--- config.mk ---
export PLATFORM = sky130hd
export DESIGN_NAME = blit_line_engine
export DESIGN_NICKNAME = d
export VERILOG_FILES = /design/src/rtl/blit_pkg.sv /design/src/rtl/blit_align.sv /design/src/rtl/blit_mask.sv /design/src/rtl/blit_rop.sv /design/src/rtl/blit_line_engine.sv
export SDC_FILE = /design/constraint.sdc
export NUM_CORES = 1
export LEC_CHECK = 0
export BUFFER_PORTS_ARGS = -buffer_cell sky130_fd_sc_hd__buf_4
export CORE_AREA = 2 2 163 229
export DETAILED_ROUTE_END_ITERATION = 10
export DIE_AREA = 0 0 165 231
export HOLD_SLACK_MARGIN = 0.15
export PLACE_DENSITY = 0.77
export RECOVER_POWER = 100
export SLEW_MARGIN = 40
export SYNTH_ARGS = -nofsm -noshare
export SYNTH_HDL_FRONTEND = slang
export SYNTH_HIERARCHICAL = 1
export SYNTH_SLANG_ARGS = --single-unit
--- constraint.sdc ---
create_clock -name clk -period 3.23 [get_ports clk]
set_input_delay 0 -clock clk [delete_from_list [all_inputs] [get_ports clk]]
set_output_delay 0 -clock clk [all_outputs]
set_load 0.02 [all_outputs]
--- src/rtl/blit_pkg.sv ---
package blit_pkg;
  typedef enum logic [1:0] {
    ST_IDLE  = 2'd0,
    ST_PRIME = 2'd1,
    ST_FETCH = 2'd2,
    ST_EMIT  = 2'd3
  } blit_state_e;

  localparam logic [3:0] ROP_COPY = 4'b1100;
endpackage

--- src/rtl/blit_align.sv ---
module blit_align #(
  parameter int WORD_W = 32,
  localparam int SH_W = $clog2(WORD_W)
) (
  input  logic [WORD_W-1:0] prev_word,
  input  logic [WORD_W-1:0] next_word,
  input  logic [SH_W-1:0]   shift,
  output logic [WORD_W-1:0] aligned
);
  logic [2*WORD_W-1:0] pair;
  logic [2*WORD_W-1:0] shifted;

  // funnel: low half of {next,prev} >> shift; shift zero bypasses (no primer)
  assign pair    = {next_word, prev_word};
  assign shifted = pair >> shift;

  always_comb begin
    if (shift == '0) aligned = next_word;
    else             aligned = shifted[WORD_W-1:0];
  end
endmodule

--- src/rtl/blit_mask.sv ---
module blit_mask #(
  parameter int WORD_W = 32,
  parameter int CNT_W  = 16
) (
  input  logic [WORD_W-1:0] plane,
  input  logic [WORD_W-1:0] first_edge,
  input  logic [WORD_W-1:0] last_edge,
  input  logic [CNT_W-1:0]  idx,
  input  logic [CNT_W-1:0]  last_idx,
  output logic [WORD_W-1:0] mask
);
  logic [WORD_W-1:0] head;
  logic [WORD_W-1:0] tail;

  assign head = (idx == '0)       ? first_edge : '1;
  assign tail = (idx == last_idx) ? last_edge  : '1;
  assign mask = plane & head & tail;
endmodule

--- src/rtl/blit_rop.sv ---
module blit_rop #(
  parameter int WORD_W = 32
) (
  input  logic [3:0]        rop,
  input  logic [WORD_W-1:0] src,
  input  logic [WORD_W-1:0] dst,
  input  logic [WORD_W-1:0] mask,
  output logic [WORD_W-1:0] result
);
  logic [WORD_W-1:0] func;

  for (genvar b = 0; b < WORD_W; b++) begin : g_bit
    assign func[b] = rop[{src[b], dst[b]}];
  end

  assign result = (dst & ~mask) | (func & mask);
endmodule

--- src/rtl/blit_line_engine.sv ---
module blit_line_engine #(
  parameter int WORD_W = 32,
  parameter int CNT_W  = 16,
  localparam int SH_W = $clog2(WORD_W)
) (
  input  logic              clk,
  input  logic              rst,
  input  logic              start,
  input  logic [SH_W-1:0]   cfg_shift,
  input  logic [3:0]        cfg_rop,
  input  logic [WORD_W-1:0] cfg_plane,
  input  logic [WORD_W-1:0] cfg_first,
  input  logic [WORD_W-1:0] cfg_last,
  input  logic [CNT_W-1:0]  cfg_words,
  input  logic              src_valid,
  input  logic [WORD_W-1:0] src_data,
  output logic              src_ready,
  input  logic              dst_valid,
  input  logic [WORD_W-1:0] dst_data,
  output logic              dst_ready,
  output logic              res_valid,
  output logic [WORD_W-1:0] res_data,
  input  logic              res_ready,
  output logic              busy,
  output logic              done
);
  import blit_pkg::*;

  blit_state_e       state_q;
  logic [SH_W-1:0]   shift_q;
  logic [3:0]        rop_q;
  logic [WORD_W-1:0] plane_q, first_q, last_q;
  logic [CNT_W-1:0]  idx_q, last_idx_q;
  logic [WORD_W-1:0] prev_q, next_q, dst_q, res_q;
  logic              have_src_q, have_dst_q, res_valid_q, done_q;

  logic [WORD_W-1:0] mask, aligned, rop_out;
  logic              need_dst, word_ready;

  blit_mask #(.WORD_W(WORD_W), .CNT_W(CNT_W)) u_mask (
    .plane(plane_q), .first_edge(first_q), .last_edge(last_q),
    .idx(idx_q), .last_idx(last_idx_q), .mask(mask)
  );

  blit_align #(.WORD_W(WORD_W)) u_align (
    .prev_word(prev_q), .next_word(next_q), .shift(shift_q), .aligned(aligned)
  );

  blit_rop #(.WORD_W(WORD_W)) u_rop (
    .rop(rop_q), .src(aligned), .dst(dst_q), .mask(mask), .result(rop_out)
  );

  assign need_dst   = !((rop_q == ROP_COPY) && (&mask));
  assign word_ready = have_src_q && (have_dst_q || !need_dst);

  assign src_ready = (state_q == ST_PRIME) || ((state_q == ST_FETCH) && !have_src_q);
  assign dst_ready = (state_q == ST_FETCH) && need_dst && !have_dst_q;
  assign res_valid = res_valid_q;
  assign res_data  = res_q;
  assign busy      = (state_q != ST_IDLE);
  assign done      = done_q;

  always_ff @(posedge clk) begin
    if (rst) begin
      state_q     <= ST_IDLE;
      shift_q     <= '0;
      rop_q       <= '0;
      plane_q     <= '0;
      first_q     <= '0;
      last_q      <= '0;
      idx_q       <= '0;
      last_idx_q  <= '0;
      prev_q      <= '0;
      next_q      <= '0;
      dst_q       <= '0;
      res_q       <= '0;
      have_src_q  <= 1'b0;
      have_dst_q  <= 1'b0;
      res_valid_q <= 1'b0;
      done_q      <= 1'b0;
    end else begin
      done_q <= 1'b0;
      unique case (state_q)
        ST_IDLE: begin
          if (start && (cfg_words != '0)) begin
            shift_q    <= cfg_shift;
            rop_q      <= cfg_rop;
            plane_q    <= cfg_plane;
            first_q    <= cfg_first;
            last_q     <= cfg_last;
            idx_q      <= '0;
            last_idx_q <= cfg_words - 1'b1;
            have_src_q <= 1'b0;
            have_dst_q <= 1'b0;
            state_q    <= (cfg_shift != '0) ? ST_PRIME : ST_FETCH;
          end
        end
        ST_PRIME: begin
          if (src_valid) begin
            prev_q  <= src_data;
            state_q <= ST_FETCH;
          end
        end
        ST_FETCH: begin
          if (src_valid && src_ready) begin
            next_q     <= src_data;
            have_src_q <= 1'b1;
          end
          if (dst_valid && dst_ready) begin
            dst_q      <= dst_data;
            have_dst_q <= 1'b1;
          end
          if (word_ready) begin
            res_q       <= rop_out;
            res_valid_q <= 1'b1;
            prev_q      <= next_q;
            have_src_q  <= 1'b0;
            have_dst_q  <= 1'b0;
            state_q     <= ST_EMIT;
          end
        end
        ST_EMIT: begin
          if (res_ready) begin
            res_valid_q <= 1'b0;
            if (idx_q == last_idx_q) begin
              done_q  <= 1'b1;
              state_q <= ST_IDLE;
            end else begin
              idx_q   <= idx_q + 1'b1;
              state_q <= ST_FETCH;
            end
          end
        end
        default: state_q <= ST_IDLE;
      endcase
    end
  end

  AST_MASK_KEEP: assert property (@(posedge clk) disable iff (rst)
    res_valid_q |-> (((res_q ^ dst_q) & ~mask) == '0));

  AST_RES_HOLD: assert property (@(posedge clk) disable iff (rst)
    (res_valid && !res_ready) |=> (res_valid && $stable(res_data)));

  AST_DONE_AFTER_ACCEPT: assert property (@(posedge clk) disable iff (rst)
    done |-> $past(res_valid && res_ready));

  AST_DONE_SINGLE: assert property (@(posedge clk) disable iff (rst)
    done |=> !done);

  AST_IDLE_QUIET: assert property (@(posedge clk) disable iff (rst)
    (state_q == ST_IDLE) |-> (!src_ready && !dst_ready && !res_valid));
endmodule

### After elaboration in Yosys (flattened, before gate mapping)

Index checks and enable logic that the tools add are counted.

| word-level totals | value |
|---|---|
| register bits | 271 |
| latch bits | 0 |
| RAM bits | 0 |
| bits in read-only memories | 0 |
| input bits | 191 |
| output and inout port bits | 37 |
| word-level logic and storage cells | 198 |
| memories kept | 0 |

| operators by class | value |
|---|---|
| add/subtract/negate cells | 2 |
| $mul | 0 |
| divide/modulo/power cells | 0 |
| $lt $le $gt $ge | 32 |
| equal/unequal tests | 12 |
| shifts and indexed selects | 1 |
| mux-type cells | 92 |
| bitwise operators | 8 |
| reduce and logical (&&, ||, !) cells | 35 |

Operators with widths:

| operator | count |
|---|---|
| $mux W32 | 5 |
| $and A32 B32 Y32 | 4 |
| $lt A2 B3 Y1 const B | 32 |
| $bmux W1 S2 | 32 |
| $pmux W32 S2 | 1 |
| $shr A64 B5 Y32 | 1 |
| $mux W16 | 3 |
| $mux W1 | 40 |
| $not A32 Y32 | 1 |
| $or A32 B32 Y32 | 1 |
| $pmux W16 S2 | 1 |
| $reduce_and A32 Y1 | 1 |
| $add A16 B1 Y16 const B | 1 |
| $eq A16 B16 Y1 | 1 |
| $logic_not A16 Y1 | 1 |
| $reduce_bool A16 Y1 | 1 |
| $sub A16 B1 Y16 const B | 1 |
| $mux W2 | 6 |
| $reduce_and A3 Y1 | 4 |
| $ne A2 B2 Y1 const B | 5 |
| $reduce_bool A2 Y1 | 5 |
| $logic_and A1 B1 Y1 | 8 |
| $pmux W2 S4 | 1 |
| $reduce_and A2 Y1 | 4 |
| other kinds (13) | 22 |

### Depth between registers and ports, before layout

| depth | value |
|---|---|
| depth in word-level cells | 13 |
| mapped depth | 14 |
| gate-level depth less buffers | 10 |

### By module

The synthesis kept the hierarchy.

Modules (own cells, without submodules):

| module | times used | cells an instance | area an instance (sq um) |
|---|---|---|---|
| blit_line_engine | 1 | 1338 | 11009.3 |
| blit_align | 1 | 359 | 3364.5 |
| blit_rop | 1 | 140 | 1108.6 |
| blit_mask | 1 | 64 | 614.3 |

### Least setup slack after synthesis

Ideal clock, no wire load.

| timing path | value |
|---|---|
| kind | reg-to-reg |
| start | reg idx_q[0] |
| end | reg prev_q[10] |
| library setup time | 0.142 ns |
| arrival | 2.869 ns |
| data required time | 3.088 ns |
| slack | 0.219 ns |
| cell stages (with the launch flop) | 13 |
| period minus slack after synthesis | 3.011 ns |
| cells stage by stage | dfxtp_1 xor2_1 nor4_1 nand4_2 buf_6 o221a_1 nand4_1 nor2_1 a31oi_1 or2_2 clkbuf_1 clkbuf_1 a221oi_1 |

| on the way | value |
|---|---|
| cells in the longest elaborated chain, start to end | 10 |
| elaborated cells on any way between the ends | 12 |

RTL lines:

| item | line | source |
|---|---|---|
| start, declared | blit_line_engine.sv:33 | `logic [CNT_W-1:0] idx_q, last_idx_q;` |
| start signal, assigned | blit_line_engine.sv:129 | `idx_q <= idx_q + 1'b1;` |
| $logic_not A16 Y1 | blit_mask.sv:15 | `assign head = (idx == '0) ? first_edge : '1;` |
| $mux W32 | blit_mask.sv:15 |  |
| $and A32 B32 Y32 | blit_mask.sv:17 | `assign mask = plane & head & tail;` |
| $and A32 B32 Y32 * | blit_mask.sv:17 |  |
| named net mask[10] | blit_line_engine.sv:37 | `logic [WORD_W-1:0] mask, aligned, rop_out;` |
| $reduce_and A32 Y1 * | blit_line_engine.sv:53 | `assign need_dst = !((rop_q == ROP_COPY) && (&mask));` |
| $logic_and A1 B1 Y1 * | blit_line_engine.sv:53 |  |
| $logic_or A1 B1 Y1 * | blit_line_engine.sv:54 | `assign word_ready = have_src_q && (have_dst_q \|\| !need_dst);` |
| $logic_and A1 B1 Y1 * | blit_line_engine.sv:54 |  |
| $ne A2 B2 Y1 (no line) * | n/a |  |
| $reduce_and A3 Y1 (no line) * | n/a |  |
| end signal, assigned | blit_line_engine.sv:100 | `prev_q <= src_data;` |
| end signal, assigned | blit_line_engine.sv:116 | `prev_q <= next_q;` |
| end, declared | blit_line_engine.sv:34 | `logic [WORD_W-1:0] prev_q, next_q, dst_q, res_q;` |

The timed path passes the listed nets; every way through them passes the cells marked *.
A chain may end at the register's enable or synchronous reset.

### Worst setup path after layout

| timing path | value |
|---|---|
| start | in cfg_words[10] |
| end | reg first_q[22] |

| on the way | value |
|---|---|
| cells in the longest elaborated chain, start to end | 3 |

RTL lines:

| item | line | source |
|---|---|---|
| start, declared | blit_line_engine.sv:14 | `input logic [CNT_W-1:0] cfg_words,` |
| $reduce_bool A16 Y1 | blit_line_engine.sv:85 | `if (start && (cfg_words != '0)) begin` |
| $logic_and A1 B1 Y1 | blit_line_engine.sv:85 |  |
| $reduce_and A2 Y1 (no line) | n/a |  |
| end signal, assigned | blit_line_engine.sv:89 | `first_q <= cfg_first;` |
| end, declared | blit_line_engine.sv:32 | `logic [WORD_W-1:0] plane_q, first_q, last_q;` |

Every way passes these cells.

==> results.ini <==
[pwr]
power_per_cell_area_mw_per_mm2=416
irDropWorstVdd_uv=436
p_leak_nw=9.11
p_total_mw=9.46

[routing]
drt_first_pass_iters=6
post_drt_wl_per_cell_um=24.8
drc=0
top_layer_used=met5
wirelength_mm=71.6
ant_nets=0
dr_wl_met2_mm=35.1
vias_per_cell=6.27
first_iter_violations=2057
via_count=18100
wl_met3_mm=5.46
wl_met1_mm=24.5

[clock_network]
cts-buffers-inserted=28
cts.clk_slew.worst_paths_ns=0.07
ctsLongestPathBuffers=3
htreeDepth=1
root_buffer=clkbuf_16
cts_tree=yes
clock_latency_ns=0.57
clock-sinks=270

[global_route]
grt_first_pass_wirelength_mm=107
antenna_found_initial=3
globalRouteOverflowTotal=0
first_global_vias=18200
track_usage_pct=36.5
grt_max_degree=119

[floorplanning]
die_area_mm2=0.0381
die_w_um=165
die_y_um=231
fp-row-count=83
fp.coreArea_mm2=0.0362
start_util_pct=44.3
io_pins=228

[critical_path]
worst_r2r_path_depth=14
cp.depth=10
critPathBufInv=5
path_class=in -> reg
end_kind=flop
slowest_stage=dlygate4sd3_1
crit_fanout=60
critPathLaunchType=input port
cp.required_ns=3.68
slowest_delay_ns=0.60
cp.arrival_ns=3.66
cp_top_family=buffers and inverters
crit_chain=dlygate4sd3_1 -> buf_4 -> or4_4 -> or4_1 -> o211a_4 -> buf_12 -> buf_12 -> nand2_1 -> a21oi_1 -> dlygate4sd3_1

[sta]
fin_crit_sh_pct=99.5
skew_ns=0.0134
timing_hold_violations_final=0
setup-violations-final=0
period_minus_slack_ns=3.21
slew_headroom_pct=48.5
maxSlewViolCount=0
max_freq_mhz=311
worst_pin_slew_ns=0.766

[placement]
gp_congestion=1.01
place.port_buffers=227
dp_hpwl_mm=45.2
dpl-instance-area_mm2=0.0189

[synthesis]
postSynthCellCount=1897
ys_warn_count=6
syn_area_mm2=0.0161
syn_avg_cell_area_um2=8.46
synth_nets=2091

[hold_path]
hold_path_class=in -> reg
min_delay_path_depth=4

[finish]
utilization_pct=62.8
layout_commonest_cell=buf_4
layout_common_cells=336 x buf_4, 323 x nand2_1, 256 x dfxtp_1
area_growth_pct=41.7
finalNetCount=2596
num-fill-cells=2852
drive_above_1_share_pct=24.2
fin_area_mm2=0.0228

[job]
drv_cap=0

[status]
outcome=finished clean

==> power breakdown <==
part           switching, mW  internal (mW)  total (mW)  leakage, nW
combinational           1.22           1.13        2.35         6.42
sequential             0.186           3.49        3.68         2.21
clock                   1.43           2.00        3.43        0.477
total                   2.84           6.62        9.46         9.11
==> worst reg2reg max path, delay by kind of cell (launching register included) <==
kind	cells	cell delay [ns]
flip-flops	1	0.46
AND/OR/NAND/NOR	2	0.14
buffers and inverters	4	0.70
multiplexers	3	1.07
AO/OA/AOI/OAI	5	0.72
==> sequential cells by signal, indices dropped and copies added (netlist names), 16 cells and up <==
name / count
last_q: 32
plane_q: 32
idx_q: 16
first_q: 32
prev_q: 31
res_data: 32
last_idx_q: 16
next_q: 32
dst_q: 32
==> final timing paths <==
kind	endpoint	slack, ns	startpoint
worst max register to register	res_data[22]	0.04	shift_q[0]
worst min register to register	first_q[31]	0.46	first_q[31]
worst max-delay path	first_q[22]	0.02	cfg_words[10]
worst min-delay path	plane_q[14]	0.24	cfg_plane[14]
==> per-stage QoR <==
stage | setup slack [ns] | hold WS (ns) | std cells | setup TNS, ns
after floorplan | 0.243 | 0.0957 | 1897 | 0
after global placement | 0.0120 | 0.223 | 2574 | 0
after detailed placement | -0.0155 | 0.223 | 2574 | -0.0291
after CTS | 0.00622 | 0.173 | 2876 | 0
after global routing | -0.0529 | 0.249 | 2891 | -0.513
final | 0.0173 | 0.235 | 2891 | 0
==> routing by layer <==
layer	track usage, %	vias to the layer above
met4	26.6	2
li1	-	7949
met1	40.3	8584
met5	0	-
met2	62.5	1193
met3	6.23	398
==> what timing repair did <==
item / 4_1_cts / 5_1_grt
gates resized for setup: 18 / 64
hold endpoints to repair: 245 / 0
hold buffers: 248 / 0
pin swaps: 5 / 10
setup endpoints to repair: 8 / 45
cloned: 1 / 1
setup buffers: 3 / 11
==> area by class of cell <==
| type | instances | area, µm² | share of cell area, % |
|---|---|---|---|
| sequential | 270 | 5430 | 23.9 |
| timing repair buffer | 645 | 5590 | 24.6 |
| clock buffer | 38 | 810 | 3.56 |
| antenna | 2 | 5.00 | 0.0220 |
| clock inverter | 12 | 154 | 0.676 |
| tap | 467 | 584 | 2.57 |
| inverter | 10 | 38.8 | 0.170 |
| multi-input combinational | 1447 | 10100 | 44.6 |
(Power assumes the default switching activity.)
